`config.mk`:
```
export PLATFORM = sky130hd
export DESIGN_NAME = iso_out_rxbuf
export DESIGN_NICKNAME = d
export VERILOG_FILES = /design/src/rtl/iso_rx_pkg.sv /design/src/rtl/iso_rx_bank.sv /design/src/rtl/iso_rx_ctl.sv /design/src/rtl/iso_rx_csr.sv /design/src/rtl/iso_out_rxbuf.sv
export SDC_FILE = /design/constraint.sdc
export NUM_CORES = 2
export LEC_CHECK = 0
export CAP_MARGIN = 15
export CELL_PAD_IN_SITES_DETAIL_PLACEMENT = 1
export CELL_PAD_IN_SITES_GLOBAL_PLACEMENT = 1
export CORE_UTILIZATION = 30
export CTS_CLUSTER_DIAMETER = 150
export DETAILED_ROUTE_END_ITERATION = 16
export GPL_TIMING_DRIVEN = 0
export PLACE_DENSITY = 0.54
export SLEW_MARGIN = 20
export SYNTH_ARGS = -nofsm -noshare
export SYNTH_HDL_FRONTEND = slang
export SYNTH_SLANG_ARGS = --single-unit
```
`constraint.sdc`:
```
create_clock -name clk -period 5.6 [get_ports clk]
set_input_delay 0.84 -clock clk [delete_from_list [all_inputs] [get_ports clk]]
set_output_delay 0.84 -clock clk [all_outputs]
set_load 0.02 [all_outputs]
```
`src/rtl/iso_rx_pkg.sv`:
```
package iso_rx_pkg;

   typedef enum logic [1:0] {
      BUF_FREE = 2'd0,
      BUF_FILL = 2'd1,
      BUF_FULL = 2'd2
   } buf_st_e;

   typedef enum logic [1:0] {
      RX_IDLE = 2'd0,
      RX_FILL = 2'd1,
      RX_DROP = 2'd2
   } rx_mode_e;

   localparam int B_READY  = 0;
   localparam int B_DONE   = 1;
   localparam int B_OVF    = 2;
   localparam int B_DMA    = 3;
   localparam int B_NEMPTY = 6;
   localparam int B_SHORT  = 7;

endpackage

```
`src/rtl/iso_rx_bank.sv`:
```
module iso_rx_bank #(
   parameter int DEPTH = 256,
   parameter int IDX_W = $clog2(DEPTH)
) (
   input  logic             clk,
   input  logic             wr_en,
   input  logic [IDX_W-1:0] wr_idx,
   input  logic [7:0]       wr_data,
   input  logic [IDX_W-1:0] rd_idx,
   output logic [7:0]       rd_data
);

   logic [7:0] mem [DEPTH];

   always_ff @(posedge clk) begin
      if (wr_en) mem[wr_idx] <= wr_data;
   end

   assign rd_data = mem[rd_idx];

endmodule

```
`src/rtl/iso_rx_ctl.sv`:
```
module iso_rx_ctl
   import iso_rx_pkg::*;
#(
   parameter int MAX_PKT = 256,
   parameter int LEN_W   = $clog2(MAX_PKT + 1),
   parameter int LVL_W   = LEN_W + 1
) (
   input  logic             clk,
   input  logic             rst_n,
   input  logic             sie_start,
   input  logic             sie_valid,
   input  logic             sie_eop,
   input  logic             sie_crc_ok,
   input  logic             rd_en,
   output logic [1:0]       wr_en,
   output logic [LEN_W-1:0] wr_cnt,
   output logic             rd_sel,
   output logic [LEN_W-1:0] rd_idx,
   output logic             pkt_done,
   output logic             drop_evt,
   output logic             has_pkt,
   output logic             head_short,
   output logic [LVL_W-1:0] level
);

   localparam logic [LEN_W-1:0] MAX_V = LEN_W'(MAX_PKT);
   localparam int NBUF = 2;

   buf_st_e          st  [NBUF];
   logic [LEN_W-1:0] len [NBUF];
   logic             wr_ptr;
   logic             rd_ptr;
   rx_mode_e         mode;

   logic head_full, claim, commit, abandon, pop, pop_last, wr_go;
   logic [LEN_W-1:0] rem_head, rem_other;

   assign head_full = (st[rd_ptr] == BUF_FULL);
   assign claim     = sie_start && (st[wr_ptr] == BUF_FREE);
   assign commit    = sie_eop && (mode == RX_FILL) && sie_crc_ok;
   assign abandon   = sie_eop && (mode == RX_FILL) && !sie_crc_ok;
   assign pop       = rd_en && head_full;
   assign pop_last  = pop && ((len[rd_ptr] == '0) || (rd_idx == len[rd_ptr] - 1'b1));
   assign wr_go     = sie_valid && (mode == RX_FILL) && (wr_cnt < MAX_V);

   // receive mode and byte count
   always_ff @(posedge clk or negedge rst_n) begin
      if (!rst_n) begin
         mode   <= RX_IDLE;
         wr_cnt <= '0;
      end else begin
         if (sie_start) begin
            mode   <= claim ? RX_FILL : RX_DROP;
            wr_cnt <= '0;
         end else if (sie_eop) begin
            mode   <= RX_IDLE;
         end else if (wr_go) begin
            wr_cnt <= wr_cnt + 1'b1;
         end
      end
   end

   // pointers: fill and drain alternate between the two buffers
   always_ff @(posedge clk or negedge rst_n) begin
      if (!rst_n) begin
         wr_ptr <= 1'b0;
         rd_ptr <= 1'b0;
         rd_idx <= '0;
      end else begin
         if (commit) wr_ptr <= ~wr_ptr;
         if (pop_last) begin
            rd_ptr <= ~rd_ptr;
            rd_idx <= '0;
         end else if (pop) begin
            rd_idx <= rd_idx + 1'b1;
         end
      end
   end

   for (genvar b = 0; b < NBUF; b++) begin : g_buf
      logic at_wr, at_rd;
      assign at_wr    = (wr_ptr == 1'(b));
      assign at_rd    = (rd_ptr == 1'(b));
      assign wr_en[b] = wr_go && at_wr;

      always_ff @(posedge clk or negedge rst_n) begin
         if (!rst_n) begin
            st[b]  <= BUF_FREE;
            len[b] <= '0;
         end else if (claim && at_wr) begin
            st[b]  <= BUF_FILL;
         end else if (commit && at_wr) begin
            st[b]  <= BUF_FULL;
            len[b] <= wr_cnt;
         end else if (abandon && at_wr) begin
            st[b]  <= BUF_FREE;
         end else if (pop_last && at_rd) begin
            st[b]  <= BUF_FREE;
         end
      end
   end

   assign rem_head   = head_full ? (len[rd_ptr] - rd_idx) : '0;
   assign rem_other  = (st[~rd_ptr] == BUF_FULL) ? len[~rd_ptr] : '0;
   assign level      = LVL_W'(rem_head) + LVL_W'(rem_other);
   assign has_pkt    = (st[0] == BUF_FULL) || (st[1] == BUF_FULL);
   assign head_short = head_full && (len[rd_ptr] < MAX_V);
   assign rd_sel     = rd_ptr;
   assign pkt_done   = sie_eop;
   assign drop_evt   = sie_eop && (mode == RX_DROP);

endmodule

```
`src/rtl/iso_rx_csr.sv`:
```
module iso_rx_csr
   import iso_rx_pkg::*;
#(
   parameter int LVL_W    = 10,
   parameter int LOW_MARK = 32
) (
   input  logic             clk,
   input  logic             rst_n,
   input  logic             csr_wr,
   input  logic [31:0]      csr_wdata,
   input  logic             pkt_done,
   input  logic             drop_evt,
   input  logic             has_pkt,
   input  logic             head_short,
   input  logic [LVL_W-1:0] level,
   input  logic             irq_en,
   output logic [31:0]      csr_rdata,
   output logic             irq
);

   localparam logic [LVL_W-1:0] LOW_V = LVL_W'(LOW_MARK);

   logic done_q, ovf_q, dma_q;
   logic clr_done, clr_ovf;
   logic unused_wdata;

   assign clr_done     = csr_wr && csr_wdata[B_DONE];
   assign clr_ovf      = csr_wr && csr_wdata[B_OVF];
   assign unused_wdata = ^{csr_wdata[31:4], csr_wdata[B_READY]};

   // sticky flags: a set event outranks a clearing write
   always_ff @(posedge clk or negedge rst_n) begin
      if (!rst_n) begin
         done_q <= 1'b0;
         ovf_q  <= 1'b0;
         dma_q  <= 1'b0;
      end else begin
         done_q <= pkt_done || (done_q && !clr_done);
         ovf_q  <= drop_evt || (ovf_q && !clr_ovf);
         if (csr_wr) dma_q <= csr_wdata[B_DMA];
      end
   end

   always_comb begin
      csr_rdata           = '0;
      csr_rdata[B_READY]  = has_pkt;
      csr_rdata[B_DONE]   = done_q;
      csr_rdata[B_OVF]    = ovf_q;
      csr_rdata[B_DMA]    = dma_q;
      csr_rdata[B_NEMPTY] = (level != '0);
      csr_rdata[B_SHORT]  = head_short;
   end

   assign irq = irq_en && (ovf_q || (done_q && (!dma_q || (level < LOW_V))));

endmodule

```
`src/rtl/iso_out_rxbuf.sv`:
```
module iso_out_rxbuf #(
   parameter int MAX_PKT  = 256,
   parameter int LOW_MARK = 32
) (
   input  logic        clk,
   input  logic        rst_n,
   input  logic        sie_start,
   input  logic        sie_valid,
   input  logic [7:0]  sie_data,
   input  logic        sie_eop,
   input  logic        sie_crc_ok,
   input  logic        rd_en,
   output logic [7:0]  rd_data,
   input  logic        csr_wr,
   input  logic [31:0] csr_wdata,
   output logic [31:0] csr_rdata,
   input  logic        irq_en,
   output logic        irq
);

   localparam int IDX_W = $clog2(MAX_PKT);
   localparam int LEN_W = $clog2(MAX_PKT + 1);
   localparam int LVL_W = LEN_W + 1;

   if (MAX_PKT < 2) begin : g_bad_max
      $error("iso_out_rxbuf: MAX_PKT must be at least 2");
   end
   if (LOW_MARK < 1 || LOW_MARK > 2 * MAX_PKT) begin : g_bad_mark
      $error("iso_out_rxbuf: LOW_MARK must lie in 1..2*MAX_PKT");
   end

   logic [1:0]       wr_en;
   logic [LEN_W-1:0] wr_cnt;
   logic             rd_sel;
   logic [LEN_W-1:0] rd_idx;
   logic             pkt_done, drop_evt, has_pkt, head_short;
   logic [LVL_W-1:0] level;
   logic [7:0]       bank_q [2];

   iso_rx_ctl #(
      .MAX_PKT (MAX_PKT),
      .LEN_W   (LEN_W),
      .LVL_W   (LVL_W)
   ) u_ctl (
      .clk        (clk),
      .rst_n      (rst_n),
      .sie_start  (sie_start),
      .sie_valid  (sie_valid),
      .sie_eop    (sie_eop),
      .sie_crc_ok (sie_crc_ok),
      .rd_en      (rd_en),
      .wr_en      (wr_en),
      .wr_cnt     (wr_cnt),
      .rd_sel     (rd_sel),
      .rd_idx     (rd_idx),
      .pkt_done   (pkt_done),
      .drop_evt   (drop_evt),
      .has_pkt    (has_pkt),
      .head_short (head_short),
      .level      (level)
   );

   for (genvar b = 0; b < 2; b++) begin : g_bank
      iso_rx_bank #(
         .DEPTH (MAX_PKT),
         .IDX_W (IDX_W)
      ) u_bank (
         .clk     (clk),
         .wr_en   (wr_en[b]),
         .wr_idx  (wr_cnt[IDX_W-1:0]),
         .wr_data (sie_data),
         .rd_idx  (rd_idx[IDX_W-1:0]),
         .rd_data (bank_q[b])
      );
   end

   assign rd_data = bank_q[rd_sel];

   iso_rx_csr #(
      .LVL_W    (LVL_W),
      .LOW_MARK (LOW_MARK)
   ) u_csr (
      .clk        (clk),
      .rst_n      (rst_n),
      .csr_wr     (csr_wr),
      .csr_wdata  (csr_wdata),
      .pkt_done   (pkt_done),
      .drop_evt   (drop_evt),
      .has_pkt    (has_pkt),
      .head_short (head_short),
      .level      (level),
      .irq_en     (irq_en),
      .csr_rdata  (csr_rdata),
      .irq        (irq)
   );

endmodule

```
==> summary.md <==
| Metric | Value |
|---|---|
| Run status | complete, but fails checks |
| Failing checks | negative setup slack |
| Post-synth top area share | 75.9% |
| First-pass GRT wire length | 1020000 microns |
| Core area | approximately 540000 sq um |
| Row cnt | 269 |
| Cells after DPL | about 15000 |
| HP Start | sie_data[7] |
| Number of H-tree levels | 5 |
| I/O pins | 90 |
| Most frequent cell after synthesis | edfxtp_1 |
| Setup crit end kind | primary output |
| Vias post-DR | 99300 |
| CTS tree | yes |
| Worst Hold Class | in -> reg |
| Mapped cell area | 162000 sq um |
| Unrepaired setup endpoints after global routing | yes |
| CTS Sinks | 4143 |
| Layout Cells excl Fill | 16400 |
| Tcrit/Tclk final | 107% |
| Vias per cell | 6.07 |
| Largest area contributor in the netlist | edfxtp_1 |
| DRT Pass-1 Iters | 8 |
| Layout area overhead | 25.7% |
| Post-Route WL | around 830000 microns |
| Worst Setup Slack, final | -0.379 ns |
| CP Data Arrival Time | 5.14 ns |
| Placer Congestion | between 0.9 and 1 |
| Drc violations | 0 |
| Max-slew violations | 0 |
| Post-synth EDFFs | 4096 |
| Slew HR | 13.2% |
| Critical path startpoint | u_ctl.rd_idx[3]$_DFFE_PN0P_ |
| Data required, critical path | roughly 4.8 ns |
| Num CTS Buffers | between 400 and 500 |
| Antenna violations before repair | 115 |
| Synth top area cells | edfxtp_1 76%, mux4_2 15%, mux2i_1 1.4% |
| Max Cap Violations | 0 |
| FFs w/ async S/R, synth | 1.13% |
| Vias in the first global route | roughly 91000 |
| Max frequency | around 170 MHz |
| Clk Latency, worst-skew pair | 1.08 ns |
| Die H | 737 microns |
| Synth Instances | between 7000 and 8000 |
| WL/cell | 50.4 microns |
| CP Class | reg -> out |
| Actual slew at the worst max-slew pin | 1.30 ns |
| VDD IR-drop max | 0.299 mV |
| Fin nets | 8814 |
| Chip Width | 737 microns |
| Fin crit period | 5.98 ns |
| Crit Path Max Fanout | 10 |
| DP HPWL | 538000 microns |
| Overflow after GRT | 0 |
| DRT iter0 DRCs | ~19000 |
| Sequential share of the synthesized area | 76.6% |
| Post-synth top cells | 4096 x edfxtp_1, 1106 x mux4_2, 580 x nor2_1 |
| Clock Pin Slew Worst Setup and Hold Paths | 0.07 ns |
| Yosys cell types | 76 |
| Nature of the critical path startpoint | flop |
| Number of buffers added on ports | 34 |
| Dpl ws | -2.78 ns |
| Min Hold Slack | between 0.2 and 0.25 ns |
| Yosys Warn Count | 0 |
| Avg Inst Size Synth | about 22 sq um |
| Final Power | 113000 uW |
| Initial core utilization | between 30% and 40% |
| Reg-to-reg critical path startpoint | u_ctl.g_buf[1].at_wr$_DFFE_PN0P_ |
| Global Route Usage Sum | 29.4% |
| PD cells | 556 nW/um^2 |
| Hold Fails Final Rpt | 0 |
| Final setup fails | 10 |
| Die area | 543000 sq um |
| Largest net degree at the start of global routing | 129 |
| Synth Register Bits | a little over 4000 |
| Synth Flop Type | edfxtp_1 |
| Clock Skews | about 0.05 ns |
| Routed Antenna Nets | 0 |
| Cell leakage power | 0.0646 uW |
| Clock Path Buffers | 4 |
| Root Buffer Master | clkbuf_16 |
| Share of layout cells above drive strength 1 | 36.3% |
==> state kept, by name, indices dropped and copies added (netlist names) <==
name	cells
u_csr.dma_q	1
u_csr.ovf_q	1
u_ctl.g_buf.at_wr	1
u_ctl.len	18
u_ctl.mode	2
u_ctl.rd_sel	1
u_ctl.st	4
u_ctl.rd_idx	9
g_bank.u_bank.mem	4096
u_ctl.wr_cnt	9
u_csr.done_q	1
==> cell families (layout without fill, tap and decap cells) <==
kind of cell | count (synthesis) | count (layout) | synth area share, %
AOI/OAI and AO/OA | 412 | 412 | 1.77
adders and majority gates | 26 | 26 | 0.210
and+or+nand+nor | 1011 | 1011 | 2.58
buffers and inverters | 497 | 2114 | 1.73
DFF | 4143 | 4143 | 76.6
muxes | 1361 | 1361 | 17.0
other | 1 | 93 | 0.00231
xor gates and xnor gates | 28 | 28 | 0.168
==> layer usage <==
layer	GRT usage, %	share of wire, %	wire length [microns]
met1	36.2	34	285000
met2	41.0	41	340000
met5	0.629	0.079	655
met3	12.3	15	124000
met4	22.3	9.2	76000
==> area by class of cell <==
class	count	area (sq um)
buffer	473	7320
inverter	17	87.6
antenna	67	168
timing repair buffer	795	10900
clock buffer	541	11600
fill	51400	334000
multi-input combinational	2864	37600
clock inverter	288	2870
sequential	4143	124000
tap	7181	8980
==> critical path: stages (launching register included) <==
cell	delay, ns
dfrtp_4	0.58
buf_4	0.28
buf_6	0.27
clkbuf_8	0.27
buf_12	0.22
buf_4	0.28
buf_12	0.22
mux4_2	0.44
a22oi_2	0.32
a21oi_2	0.19
nor4_4	0.56
a21oi_4	0.17
buf_6	0.19
==> metrics by stage <==
stage          utilization (%)  TNS, ns  area [sq um]
2_1_floorplan                -        0        162000
3_5_place_dp              32.8  -102.74        176000
5_1_grt                   37.9    -1.17        204000
6_report                  37.9    -2.12        204000
4_1_cts                   37.4    -1.65        201000
3_3_place_gp              31.9        -        172000
==> final timing paths <==
check / endpoint / slack [ns] / depth (start not counted)
max: rd_data[7] / -0.38 / 12
min: g_bank[0].u_bank.mem[243][7]$_DFFE_PP_ / 0.21 / 1
max reg2reg: g_bank[0].u_bank.mem[169][6]$_DFFE_PP_ / 0.10 / 7
min reg2reg: u_csr.done_q$_DFF_PN0_ / 0.51 / 1
max in group asynchronous: u_ctl.rd_idx[3]$_DFFE_PN0P_ / 4.64 / 2
min in group asynchronous: u_csr.done_q$_DFF_PN0_ / 0.38 / 2
==> layout by cell type (no fill, tap or decap), types with 21 or more instances in the layout <==
| master | instances |
|---|---|
| edfxtp_1 | 4096 |
| mux4_2 | 1106 |
| nor2_1 | 552 |
| clkbuf_16 | 469 |
| buf_4 | 464 |
| buf_16 | 257 |
| buf_12 | 227 |
| nand2_1 | 220 |
| mux2i_1 | 144 |
| clkbuf_1 | 131 |
| clkinv_1 | 108 |
| clkinv_2 | 86 |
| clkbuf_2 | 80 |
| diode_2 | 67 |
| buf_6 | 63 |
| nand3_1 | 62 |
| a21oi_1 | 57 |
| bufinv_16 | 45 |
| mux2i_4 | 44 |
| a22oi_1 | 41 |
| dfrtp_1 | 41 |
| buf_8 | 37 |
| mux2i_2 | 35 |
| mux2_2 | 31 |
| clkbuf_8 | 29 |
| o21ai_0 | 29 |
| a32oi_1 | 29 |
| conb_1 | 26 |
| clkinvlp_4 | 24 |
| clkbuf_4 | 23 |
| a21oi_2 | 23 |
| nor2_2 | 21 |
| ha_1 | 21 |
==> power breakdown <==
part | total [uW] | internal, uW | switching [uW]
sequential | 34300 | 34100 | 134
combinational | 49000 | 18000 | 31100
clock | 30000 | 16900 | 13200
==> repair_timing <==
action / 4_1_cts / 5_1_grt
buffers inserted: 385 / 182
hold buffers: 1 / 0
resized for setup: 1281 / 217
pin swaps: 68 / 56
setup endpoints to repair: 10 / 10
endpoints found under the hold margin: 47 / 0
gates cloned: 5 / 5
No activity file was read; power rests on OpenSTA's default activity.
